### src/rtl/i2c_bt_pkg.sv
package i2c_bt_pkg;
  localparam int IDX_W = 6;
  localparam int CNT_W = 12;
  localparam logic [IDX_W-1:0] IDX_MIN = 6'h14;

  typedef struct packed {
    logic [CNT_W-1:0] period;
    logic [CNT_W-1:0] sda_dly;
    logic [CNT_W-1:0] sta_hold;
    logic [CNT_W-1:0] sto_hold;
  } rate_t;

  typedef enum logic [3:0] {
    S_IDLE, S_STA_SU, S_STA_HI, S_STA_HD,
    S_BIT_L1, S_BIT_L2, S_BIT_H1, S_BIT_H2,
    S_STO_L1, S_STO_L2, S_STO_HD
  } phase_e;

  // Groups of eight indices share a base row; each upper group doubles it.
  function automatic rate_t rate_lookup(logic [IDX_W-1:0] idx);
    rate_t r;
    logic [IDX_W-1:0] e;
    logic [2:0] grp, col, shf;
    logic [CNT_W-1:0] base, dly;
    e   = (idx < IDX_MIN) ? IDX_MIN : idx;
    grp = e[5:3];
    col = e[2:0];
    shf = grp - 3'd3;
    if (grp == 3'd2) begin
      case (col[1:0])
        2'd0:    begin base = 12'd80;  dly = 12'd17; end
        2'd1:    begin base = 12'd88;  dly = 12'd17; end
        2'd2:    begin base = 12'd104; dly = 12'd21; end
        default: begin base = 12'd128; dly = 12'd21; end
      endcase
      r.sta_hold = (base >> 1) - 12'd6;
    end else begin
      case (col)
        3'd0:    base = 12'd80;
        3'd1:    base = 12'd96;
        3'd2:    base = 12'd112;
        3'd3:    base = 12'd128;
        3'd4:    base = 12'd144;
        3'd5:    base = 12'd160;
        3'd6:    base = 12'd192;
        default: base = 12'd240;
      endcase
      base = base << shf;
      dly  = ((12'd8 * ({9'd0, col >> 1} + 12'd1)) << shf) + 12'd1;
      r.sta_hold = (base >> 1) - 12'd2;
    end
    r.period   = base;
    r.sda_dly  = dly;
    r.sto_hold = (base >> 1) + 12'd1;
    return r;
  endfunction
endpackage

### src/rtl/i2c_bt_rate_lut.sv
module i2c_bt_rate_lut
  import i2c_bt_pkg::*;
(
  input  logic [IDX_W-1:0] idx_i,
  output rate_t            rate_o
);
  always_comb rate_o = rate_lookup(idx_i);
endmodule

### src/rtl/i2c_bt_timer.sv
module i2c_bt_timer #(
  parameter int W = 12
) (
  input  logic         clk_i,
  input  logic         rst_ni,
  input  logic         load_i,
  input  logic [W-1:0] len_i,
  output logic         expire_o
);
  logic [W-1:0] cnt_q;

  // A phase loaded with len lasts exactly len cycles.
  always_ff @(posedge clk_i or negedge rst_ni) begin
    if (!rst_ni)              cnt_q <= '0;
    else if (load_i)          cnt_q <= len_i - W'(1);
    else if (cnt_q != '0)     cnt_q <= cnt_q - W'(1);
  end

  assign expire_o = (cnt_q == '0);
endmodule

### src/rtl/i2c_bt_seq.sv
module i2c_bt_seq
  import i2c_bt_pkg::*;
(
  input  logic             clk_i,
  input  logic             rst_ni,
  input  logic             start_i,
  input  logic             stop_i,
  input  logic             wr_i,
  input  logic             rd_i,
  input  logic             wr_bit_i,
  input  logic             sda_i,
  input  rate_t            rate_i,
  input  logic             expire_i,
  output logic             load_o,
  output logic [CNT_W-1:0] len_o,
  output logic             scl_oe_o,
  output logic             sda_oe_o,
  output logic             done_o,
  output logic             rd_bit_o
);
  phase_e state_q, state_d;
  rate_t  rate_q, r;
  logic   is_rd_q, is_rd_d, wbit_q, wbit_d;
  logic   scl_q, scl_d, sda_q, sda_d, done_q, done_d, rbit_q, rbit_d;
  logic   accept;
  logic [CNT_W-1:0] half, quarter;

  assign accept  = (state_q == S_IDLE) && (start_i || stop_i || wr_i || rd_i);
  assign r       = (state_q == S_IDLE) ? rate_i : rate_q;
  assign half    = r.period >> 1;
  assign quarter = r.period >> 2;

  always_comb begin
    state_d = state_q;
    load_o  = 1'b0;
    len_o   = '0;
    scl_d   = scl_q;
    sda_d   = sda_q;
    done_d  = 1'b0;
    rbit_d  = rbit_q;
    is_rd_d = is_rd_q;
    wbit_d  = wbit_q;
    unique case (state_q)
      S_IDLE: begin
        load_o = accept;
        if (start_i) begin
          state_d = S_STA_SU; len_o = half; sda_d = 1'b0;
        end else if (stop_i) begin
          state_d = S_STO_L1; len_o = r.sda_dly;
        end else if (wr_i || rd_i) begin
          state_d = S_BIT_L1; len_o = r.sda_dly;
          is_rd_d = !wr_i;
          wbit_d  = wr_bit_i;
        end
      end
      S_STA_SU: if (expire_i) begin
        state_d = S_STA_HI; load_o = 1'b1; len_o = half; scl_d = 1'b0;
      end
      S_STA_HI: if (expire_i) begin
        state_d = S_STA_HD; load_o = 1'b1; len_o = r.sta_hold; sda_d = 1'b1;
      end
      S_STA_HD: if (expire_i) begin
        state_d = S_IDLE; scl_d = 1'b1; done_d = 1'b1;
      end
      S_BIT_L1: if (expire_i) begin
        state_d = S_BIT_L2; load_o = 1'b1; len_o = half - r.sda_dly;
        sda_d = is_rd_q ? 1'b0 : !wbit_q;
      end
      S_BIT_L2: if (expire_i) begin
        state_d = S_BIT_H1; load_o = 1'b1; len_o = quarter; scl_d = 1'b0;
      end
      S_BIT_H1: if (expire_i) begin
        state_d = S_BIT_H2; load_o = 1'b1; len_o = half - quarter;
        if (is_rd_q) rbit_d = sda_i;
      end
      S_BIT_H2: if (expire_i) begin
        state_d = S_IDLE; scl_d = 1'b1; done_d = 1'b1;
      end
      S_STO_L1: if (expire_i) begin
        state_d = S_STO_L2; load_o = 1'b1; len_o = half - r.sda_dly; sda_d = 1'b1;
      end
      S_STO_L2: if (expire_i) begin
        state_d = S_STO_HD; load_o = 1'b1; len_o = r.sto_hold; scl_d = 1'b0;
      end
      S_STO_HD: if (expire_i) begin
        state_d = S_IDLE; sda_d = 1'b0; done_d = 1'b1;
      end
      default: state_d = S_IDLE;
    endcase
  end

  always_ff @(posedge clk_i or negedge rst_ni) begin
    if (!rst_ni) begin
      state_q <= S_IDLE;
      rate_q  <= '0;
      is_rd_q <= 1'b0;
      wbit_q  <= 1'b0;
      scl_q   <= 1'b0;
      sda_q   <= 1'b0;
      done_q  <= 1'b0;
      rbit_q  <= 1'b0;
    end else begin
      state_q <= state_d;
      if (accept) rate_q <= rate_i;
      is_rd_q <= is_rd_d;
      wbit_q  <= wbit_d;
      scl_q   <= scl_d;
      sda_q   <= sda_d;
      done_q  <= done_d;
      rbit_q  <= rbit_d;
    end
  end

  assign scl_oe_o = scl_q;
  assign sda_oe_o = sda_q;
  assign done_o   = done_q;
  assign rd_bit_o = rbit_q;
endmodule

### src/rtl/i2c_bt_gen.sv
module i2c_bt_gen
  import i2c_bt_pkg::*;
(
  input  logic             clk_i,
  input  logic             rst_ni,
  input  logic [IDX_W-1:0] rate_idx_i,
  input  logic             start_i,
  input  logic             stop_i,
  input  logic             wr_i,
  input  logic             rd_i,
  input  logic             wr_bit_i,
  input  logic             sda_i,
  output logic             scl_oe_o,
  output logic             sda_oe_o,
  output logic             done_o,
  output logic             rd_bit_o
);
  rate_t            rate;
  logic             load, expire;
  logic [CNT_W-1:0] len;

  i2c_bt_rate_lut u_lut (
    .idx_i  (rate_idx_i),
    .rate_o (rate)
  );

  i2c_bt_timer #(.W(CNT_W)) u_timer (
    .clk_i    (clk_i),
    .rst_ni   (rst_ni),
    .load_i   (load),
    .len_i    (len),
    .expire_o (expire)
  );

  i2c_bt_seq u_seq (
    .clk_i    (clk_i),
    .rst_ni   (rst_ni),
    .start_i  (start_i),
    .stop_i   (stop_i),
    .wr_i     (wr_i),
    .rd_i     (rd_i),
    .wr_bit_i (wr_bit_i),
    .sda_i    (sda_i),
    .rate_i   (rate),
    .expire_i (expire),
    .load_o   (load),
    .len_o    (len),
    .scl_oe_o (scl_oe_o),
    .sda_oe_o (sda_oe_o),
    .done_o   (done_o),
    .rd_bit_o (rd_bit_o)
  );
endmodule

### config.mk
export PLATFORM = sky130hd
export DESIGN_NAME = i2c_bt_gen
export DESIGN_NICKNAME = d
export VERILOG_FILES = /design/src/rtl/i2c_bt_pkg.sv /design/src/rtl/i2c_bt_rate_lut.sv /design/src/rtl/i2c_bt_timer.sv /design/src/rtl/i2c_bt_seq.sv /design/src/rtl/i2c_bt_gen.sv
export SDC_FILE = /design/constraint.sdc
export NUM_CORES = 1
export LEC_CHECK = 0
export BUFFER_PORTS_ARGS = -buffer_cell sky130_fd_sc_hd__buf_2
export CELL_PAD_IN_SITES_DETAIL_PLACEMENT = 1
export CELL_PAD_IN_SITES_GLOBAL_PLACEMENT = 2
export CORE_MARGIN = 5
export CORE_UTILIZATION = 34
export DETAILED_ROUTE_END_ITERATION = 6
export PLACE_DENSITY_LB_ADDON = 0.2
export SLEW_MARGIN = 20
export SYNTH_ARGS = -nofsm -noshare
export SYNTH_HDL_FRONTEND = slang
export SYNTH_SLANG_ARGS = --single-unit
### constraint.sdc
create_clock -name clk_i -period 4.5 [get_ports clk_i]
set_input_delay 1.125 -clock clk_i [delete_from_list [all_inputs] [get_ports clk_i]]
set_output_delay 1.125 -clock clk_i [all_outputs]
set_load 0.1 [all_outputs]
After elaboration in Yosys (flattened, before gate mapping)
Cells that the tools add are included.
Widths: inputs -> output; s select.
{"block": "totals", "ff_bits": 70, "input_bits": 14, "out_inout_bits": 4, "wordCells": 131}
{"block": "op_classes", "n_addsub": 10, "magnitude_cmp": 1, "n_eq_ne": 33, "shifts": 2, "muxes": 44, "bitwise_logic": 2, "reduce_logical": 27}
{"operator": "$mux 12", "count": 14}
{"operator": "$pmux 12 s7", "count": 1}
{"operator": "$pmux 8 s7", "count": 1}
{"operator": "$mux 48", "count": 1}
{"operator": "$mux 4", "count": 11}
{"operator": "$pmux 4 s9", "count": 1}
{"operator": "$pmux 8 s3", "count": 1}
{"operator": "$shl 12x3->12", "count": 2}
{"operator": "$sub 12x1->12 const B", "count": 2}
{"operator": "$ne 2x2->1 const B", "count": 9}
{"operator": "$eq 4x3->1 const B", "count": 4}
{"operator": "$add 11x1->12 const B", "count": 1}
{"operator": "$add 12x1->12 const B", "count": 1}
{"operator": "$eq 4x4->1 const B", "count": 3}
{"operator": "$logic_not 12->1", "count": 1}
{"operator": "$reduce_bool 12->1", "count": 1}
{"operator": "$sub 11x10->12", "count": 1}
{"operator": "$sub 11x12->12", "count": 1}
{"operator": "$sub 11x2->12 const B", "count": 1}
{"operator": "$sub 11x3->12 const B", "count": 1}
{"operator": "$mux 11", "count": 1}
{"operator": "$mux 10", "count": 1}
{"operator": "$eq 3x2->1 const B", "count": 3}
{"operator": "$eq 3x3->1 const B", "count": 3}
{"operator": "other kinds (31)", "count": 53}

Longest topological paths before layout
{"block": "depth", "ltp_word": 15, "ltp_mapped": 25, "mapped_depth_nobuf": 23}

Cells and area by module
Synthesis repeated with hierarchy kept, for this count alone.
{"block": "hier_totals", "cells_unflattened": 761, "hier_area_um2": 6568.8}
{"module": "i2c_bt_seq", "instances": 1, "cells_per_inst": 502, "area_per_inst_um2": 4571.9, "seq_area_each_um2": 1426.4}
{"module": "i2c_bt_rate_lut", "instances": 1, "cells_per_inst": 164, "area_per_inst_um2": 1133.6, "seq_area_each_um2": 0.0}
{"module": "i2c_bt_timer", "instances": 1, "cells_per_inst": 95, "area_per_inst_um2": 863.3, "seq_area_each_um2": 300.3}

Worst setup path after synthesis
No wires, ideal clock.
{"block": "synth_timing", "kind": "in2reg", "start": "input rate_idx_i[5]", "end": "register u_timer.cnt_q[9]", "setup_ns": 0.132, "arrival_time_ns": 6.150, "required_ns": 4.368, "slack_ns": -1.782, "stages": 24, "n_path_buf": 4, "cell_sequence": "buf_2 clkbuf_1 o21ai_0 inv_1 ha_1 clkbuf_1 or4b_2 mux2i_1 a211oi_2 mux2i_1 nor2_1 o22ai_1 inv_1 ha_1 buf_1 and3b_1 a221o_1 a221o_1 a221o_1 o32ai_2 and3_4 nand3b_2 xor2_1 nor2_1"}
{"block": "synth_between", "elab_chain_cells": 13, "word_cells_on_any_way": 45, "cone_classes": "9 x add/sub; 1 x order compare; 9 x eq/ne; 2 x shift; 21 x mux; 3 x reduce/logical"}
{"element": "start, declared", "line_no": "i2c_bt_gen.sv:6", "rtl": "input logic [IDX_W-1:0] rate_idx_i,"}
{"element": "$lt 6x5->1", "line_no": "i2c_bt_pkg.sv:25", "rtl": "e = (idx < IDX_MIN) ? IDX_MIN : idx;"}
{"element": "$mux 6 (*)", "line_no": "i2c_bt_pkg.sv:25"}
{"element": "$sub 3x2->3 (tied with other cells)", "line_no": "i2c_bt_pkg.sv:28", "rtl": "shf = grp - 3'd3;"}
{"element": "$shl 12x3->12 (tied with other cells)", "line_no": "i2c_bt_pkg.sv:49", "rtl": "dly = ((12'd8 * ({9'd0, col >> 1} + 12'd1)) << shf) + 12'd1;"}
{"element": "$add 12x1->12 (tied with other cells)", "line_no": "i2c_bt_pkg.sv:49"}
{"element": "$mux 12 / $shl 12x3->12 (equally long branches)", "line_no": "i2c_bt_pkg.sv:29, i2c_bt_pkg.sv:48"}
{"element": "$mux 48 (*)", "line_no": "i2c_bt_seq.sv:29", "rtl": "assign r = (state_q == S_IDLE) ? rate_i : rate_q;"}
{"element": "branches (longest 3 deep; another with $sub 11x12->12)"}
{"element": "$pmux 12 s7 (*)", "line_no": "i2c_bt_seq.sv:43", "rtl": "unique case (state_q)"}
{"element": "$sub 12x1->12 (*)", "line_no": "i2c_bt_timer.sv:15", "rtl": "else if (load_i) cnt_q <= len_i - W'(1);"}
{"element": "$mux 12 (*)", "line_no": "i2c_bt_timer.sv:15"}
{"element": "end signal, assigned", "line_no": "i2c_bt_timer.sv:15"}
{"element": "end signal, assigned", "line_no": "i2c_bt_timer.sv:16", "rtl": "else if (cnt_q != '0) cnt_q <= cnt_q - W'(1);"}
{"element": "end, declared", "line_no": "i2c_bt_timer.sv:10", "rtl": "logic [W-1:0] cnt_q;"}
Every way passes the cells marked *. The select of a mux whose other input is x is not followed.
A chain may end at the register's enable or synchronous reset.

Worst setup path in the final report
{"block": "layout_timing", "start": "input rate_idx_i[2]", "end": "register u_timer.cnt_q[9]"}
The elaborated chain is that of the path after synthesis.

==> impl_summary.md <==
Setup path
The type of element launching the critical path is a primary input. STA puts the critical path data required time at 4670 ps. Traced cell by cell, the critical path runs through buf_8 > o21a_4 > o21ai_4 > inv_4 > buf_4 > ha_1 > nand2_1 > o221ai_1 > a21oi_2 > nor2_1 > a21oi_1 > ha_2 > nor2_2 > nor2_2 > a31oi_4 > xnor2_1 > a221o_1 > a221o_1 > o32ai_4 > and3_4 > nand3b_4 > xor2_1 > nor2_1.

The critical path class is in -> reg. The count of cells along the worst register-to-register path is 16. The largest stage delay on the critical path is 350 ps. The capturing point of the worst reg2reg path is u_timer.cnt_q[9]. The reg-to-reg startpoint is u_seq.state_q[2]. The cell at the slowest stage of the critical path is sky130_fd_sc_hd__ha_2. Of all nets on the critical path, the largest fanout is 4.

The worst setup path is captured at a register. In this run the register-to-register setup slack is 120 ps. At the worst endpoint, the arrival time is 5490 ps.

Hold path
The hold path endpoint is u_seq.rate_q[32]. The path type of the worst min-delay path is reg -> reg. The start point of the worst min-delay path is u_seq.rate_q[32].

The number of cells on the worst hold path is 2.

Clock tree
After clock tree synthesis, the clock-pin slew on the worst setup and hold paths is 70 ps. The clock root buffer is sky130_fd_sc_hd__clkbuf_16. In this run the deepest clock path goes through 2 buffers. The number of levels in the clock H-tree is 2. The worst-skew pair later-pin latency is 310 ps. Counting every sink on the clock net gives 52. The TritonCTS clock tree is built.

The total CTS buffers is 5.

Status
The final reports fail on negative setup slack. The run finished, with violations left.

Route
The post-detailed-routing wire length is 22500 µm. The detailed-route DRC error count is 0. The first routing iteration left 432 violations. The final antenna-violating net count is 0.

The post-detailed-route wirelength per cell is 22.2 µm. The first-pass detailed-route iteration total is 5. The vias after detailed routing is 5952. After detailed routing, the number of vias per cell comes to 5.88.

Placement
Input and output buffers added on the ports amount to 17. The global placer's final weighted congestion is 0.946. The total cell area at the placement stage is 0.00652 mm². The post-detailed-placement half-perimeter wirelength is 17000 µm.

Global routing
For met2 alone, demand over resource in global routing was 42.3%. The total congestion overflow is 0. The met3 usage is 3.19%. The total global-route track usage is 24.9%. The layer flagged by global routing as most heavily used is met2. In the global route stage, met1 resource usage came out at 33.0%. The first global-routing pass estimated 35200 µm of wire. The pin count of the biggest net entering global routing is 50. The via count of the first global-routing pass was 6398.

The number of antenna violations at the first check in global routing is 0.

Power and ir drop
The largest vdd supply drop is 0.000143 V. After layout, the design draws a total of 2.11 mW. The power density over the cells is 290 mW/mm². For this design the static power due to leakage is 3.20 nW.

Synthesis
The library cell with the largest summed area after synthesis is sky130_fd_sc_hd__dfrtp_1. The gate count after technology mapping is 672. The post-synthesis sequential area ratio is 25.5%. Of all flip-flops after synthesis, the portion carrying an async set or reset was 100%. In this run the biggest area consumer among cell types represents 25.5% of the synthesized area. The combined area of all synthesized cells is 0.00511 mm². The commonest cells after synthesis are sky130_fd_sc_hd__nand2_1, sky130_fd_sc_hd__nor2_1, sky130_fd_sc_hd__a21oi_1, sky130_fd_sc_hd__dfrtp_1, sky130_fd_sc_hd__o21ai_0. In the synthesized netlist the dominant register cell turns out to be sky130_fd_sc_hd__dfrtp_1. Ranked by total cell area, the synthesized netlist is headed by sky130_fd_sc_hd__dfrtp_1, sky130_fd_sc_hd__ha_1, sky130_fd_sc_hd__nand2_1. The synthesized design contains 52 register bits. During synthesis, Yosys emitted a total of 0 warnings. When the netlist entered floorplanning its net count stood at 716. In this run, distinct cell masters in the synthesized netlist total 82. The mean cell area of the mapped netlist is 7.60 µm². In this run, synthesis inferred 0 flip-flops with an integrated enable. Yosys instantiated no cell more often than sky130_fd_sc_hd__nand2_1.

STA
Setup violations remaining at the end of the flow were counted as 7. The worst max-slew margin expressed relative to the limit is 48.0%. For the final database, setup skew stands at 9.38 ps. The final max-slew violation count came to 0. Setup slack on the critical path of the routed design comes to -828 ps. The number of hold violations in the final report was 0. The maximum operating frequency is 188 MHz. Setup repair after global routing could not meet its margin everywhere. The final worst-path cycle share is 118%.

For the pin with the worst max-slew slack, the measured transition is 776 ps. Counting I/O delays and the setup requirement, the final critical path takes 5330 ps.

Cells and area
The synthesis-to-layout area growth is 42.2%. The number of inserted diodes is 0. After routing the design area is 0.00726 mm². The share of final-layout standard cells stronger than drive strength 1 is 35.7%. The layout net count is 872.

Floorplan
The die boundary height is 133 µm. After floorplanning, the core was divided into 44 placement rows. Pin placement for this block handled 18 I/O pins. For this configuration, the core starts out at a cell density of 34.9%.

The core region is 0.0146 mm². The die boundary width is 133 µm. The die covers 0.0176 mm².

Run
Max-cap violations in this run came to 0.
[power breakdown]
part	leakage, nW	internal (mW)	switching, mW	total (mW)
Clock	0.0772	0.224	0.198	0.422
Combinational	2.48	0.546	0.565	1.11
Sequential	0.642	0.520	0.0527	0.573
[sequential cells by signal, summed over array words and instances, names as in the netlist]
signal          flops
u_seq.done_o        1
u_seq.is_rd_q       1
u_seq.rate_q       30
u_seq.rd_bit_o      1
u_seq.scl_oe_o      1
u_seq.sda_oe_o      1
u_seq.state_q       4
u_seq.wbit_q        1
u_timer.cnt_q      12
[what timing repair did]
action,4_1_cts,5_1_grt
endpoints found under the setup margin,8,8
pin swaps,30,18
hold buffers,0,0
resized for setup,57,39
setup buffers,11,4
[through the flow]
step           instances  setup TNS (ps)  hold slack, ps  utilization (%)  setup slack (ps)
5_1_grt             1013           -5890             508             49.6             -1000
4_1_cts             1009           -4320             493             48.1              -808
6_report            1013           -4310             487             49.6              -828
2_1_floorplan        672           -5810             435                -             -1050
3_5_place_dp         990           -9280             473             44.5             -1470
3_3_place_gp         990           -7490             457             44.5             -1260
[critical path: cells and delay by family]
family / cells / cell delay [ps]
xor+xnor: 2 / 240
fa+ha+maj: 2 / 660
simple gates: 7 / 920
compound gates: 9 / 2200
buf+inv: 3 / 320
[cells in the final DEF (no fill, tap or decap), types with 7 or more instances in the layout]
master and n:
sky130_fd_sc_hd__buf_2 14, sky130_fd_sc_hd__nor2b_1 9, sky130_fd_sc_hd__mux2i_1 9, sky130_fd_sc_hd__a21o_1 9, sky130_fd_sc_hd__buf_4 166, sky130_fd_sc_hd__nor3_1 20, sky130_fd_sc_hd__ha_1 16, sky130_fd_sc_hd__o21a_1 9
sky130_fd_sc_hd__and3_1 8, sky130_fd_sc_hd__inv_2 7, sky130_fd_sc_hd__xnor2_1 14, sky130_fd_sc_hd__a21oi_1 48, sky130_fd_sc_hd__xor2_1 8, sky130_fd_sc_hd__inv_1 19, sky130_fd_sc_hd__ha_4 9, sky130_fd_sc_hd__nand2_1 85
sky130_fd_sc_hd__nand2b_1 11, sky130_fd_sc_hd__nand3_1 12, sky130_fd_sc_hd__nor2_1 71, sky130_fd_sc_hd__dfrtp_1 52, sky130_fd_sc_hd__o21ai_0 37
[worst max path at each step]
stage,from,to,slack (ps),depth (start not counted)
after floorplan,rate_idx_i[5],u_timer.cnt_q[9],-1050,24
after global placement,rate_idx_i[3],u_timer.cnt_q[11],-1260,24
after detailed placement,rate_idx_i[2],u_timer.cnt_q[11],-1470,24
after CTS,rate_idx_i[2],u_timer.cnt_q[11],-810,24
after global routing,rate_idx_i[2],u_timer.cnt_q[11],-1000,25
final,rate_idx_i[2],u_timer.cnt_q[9],-830,23
[area by class of cell]
type | count | area [µm²]
clock buffers | 6 | 139
clock inverters | 2 | 13.8
fillers | 1758 | 7380
inverters | 28 | 110
multi-input cells | 553 | 4060
flip-flops and latches | 52 | 1300
well taps | 184 | 230
repair buffers | 188 | 1410
[per-layer routing]
metal,wire length [µm],vias to the layer above,part of all wire (%)
li1,-,2767,-
met1,10300,3014,46
met2,10900,137,48
met3,764,34,3.4
met4,499,0,2.2
met5,0,-,0
[cell families after synthesis]
kind of cell,count (synthesis),synth area share (%)
and+or+nand+nor,274,26.0
muxes,17,3.48
AOI/OAI and AO/OA,208,28.1
adders and majority gates,32,7.89
buffers and inverters,67,5.27
xor gates and xnor gates,22,3.77
DFF,52,25.5
Note: power is estimated with default switching activity, not from simulation.
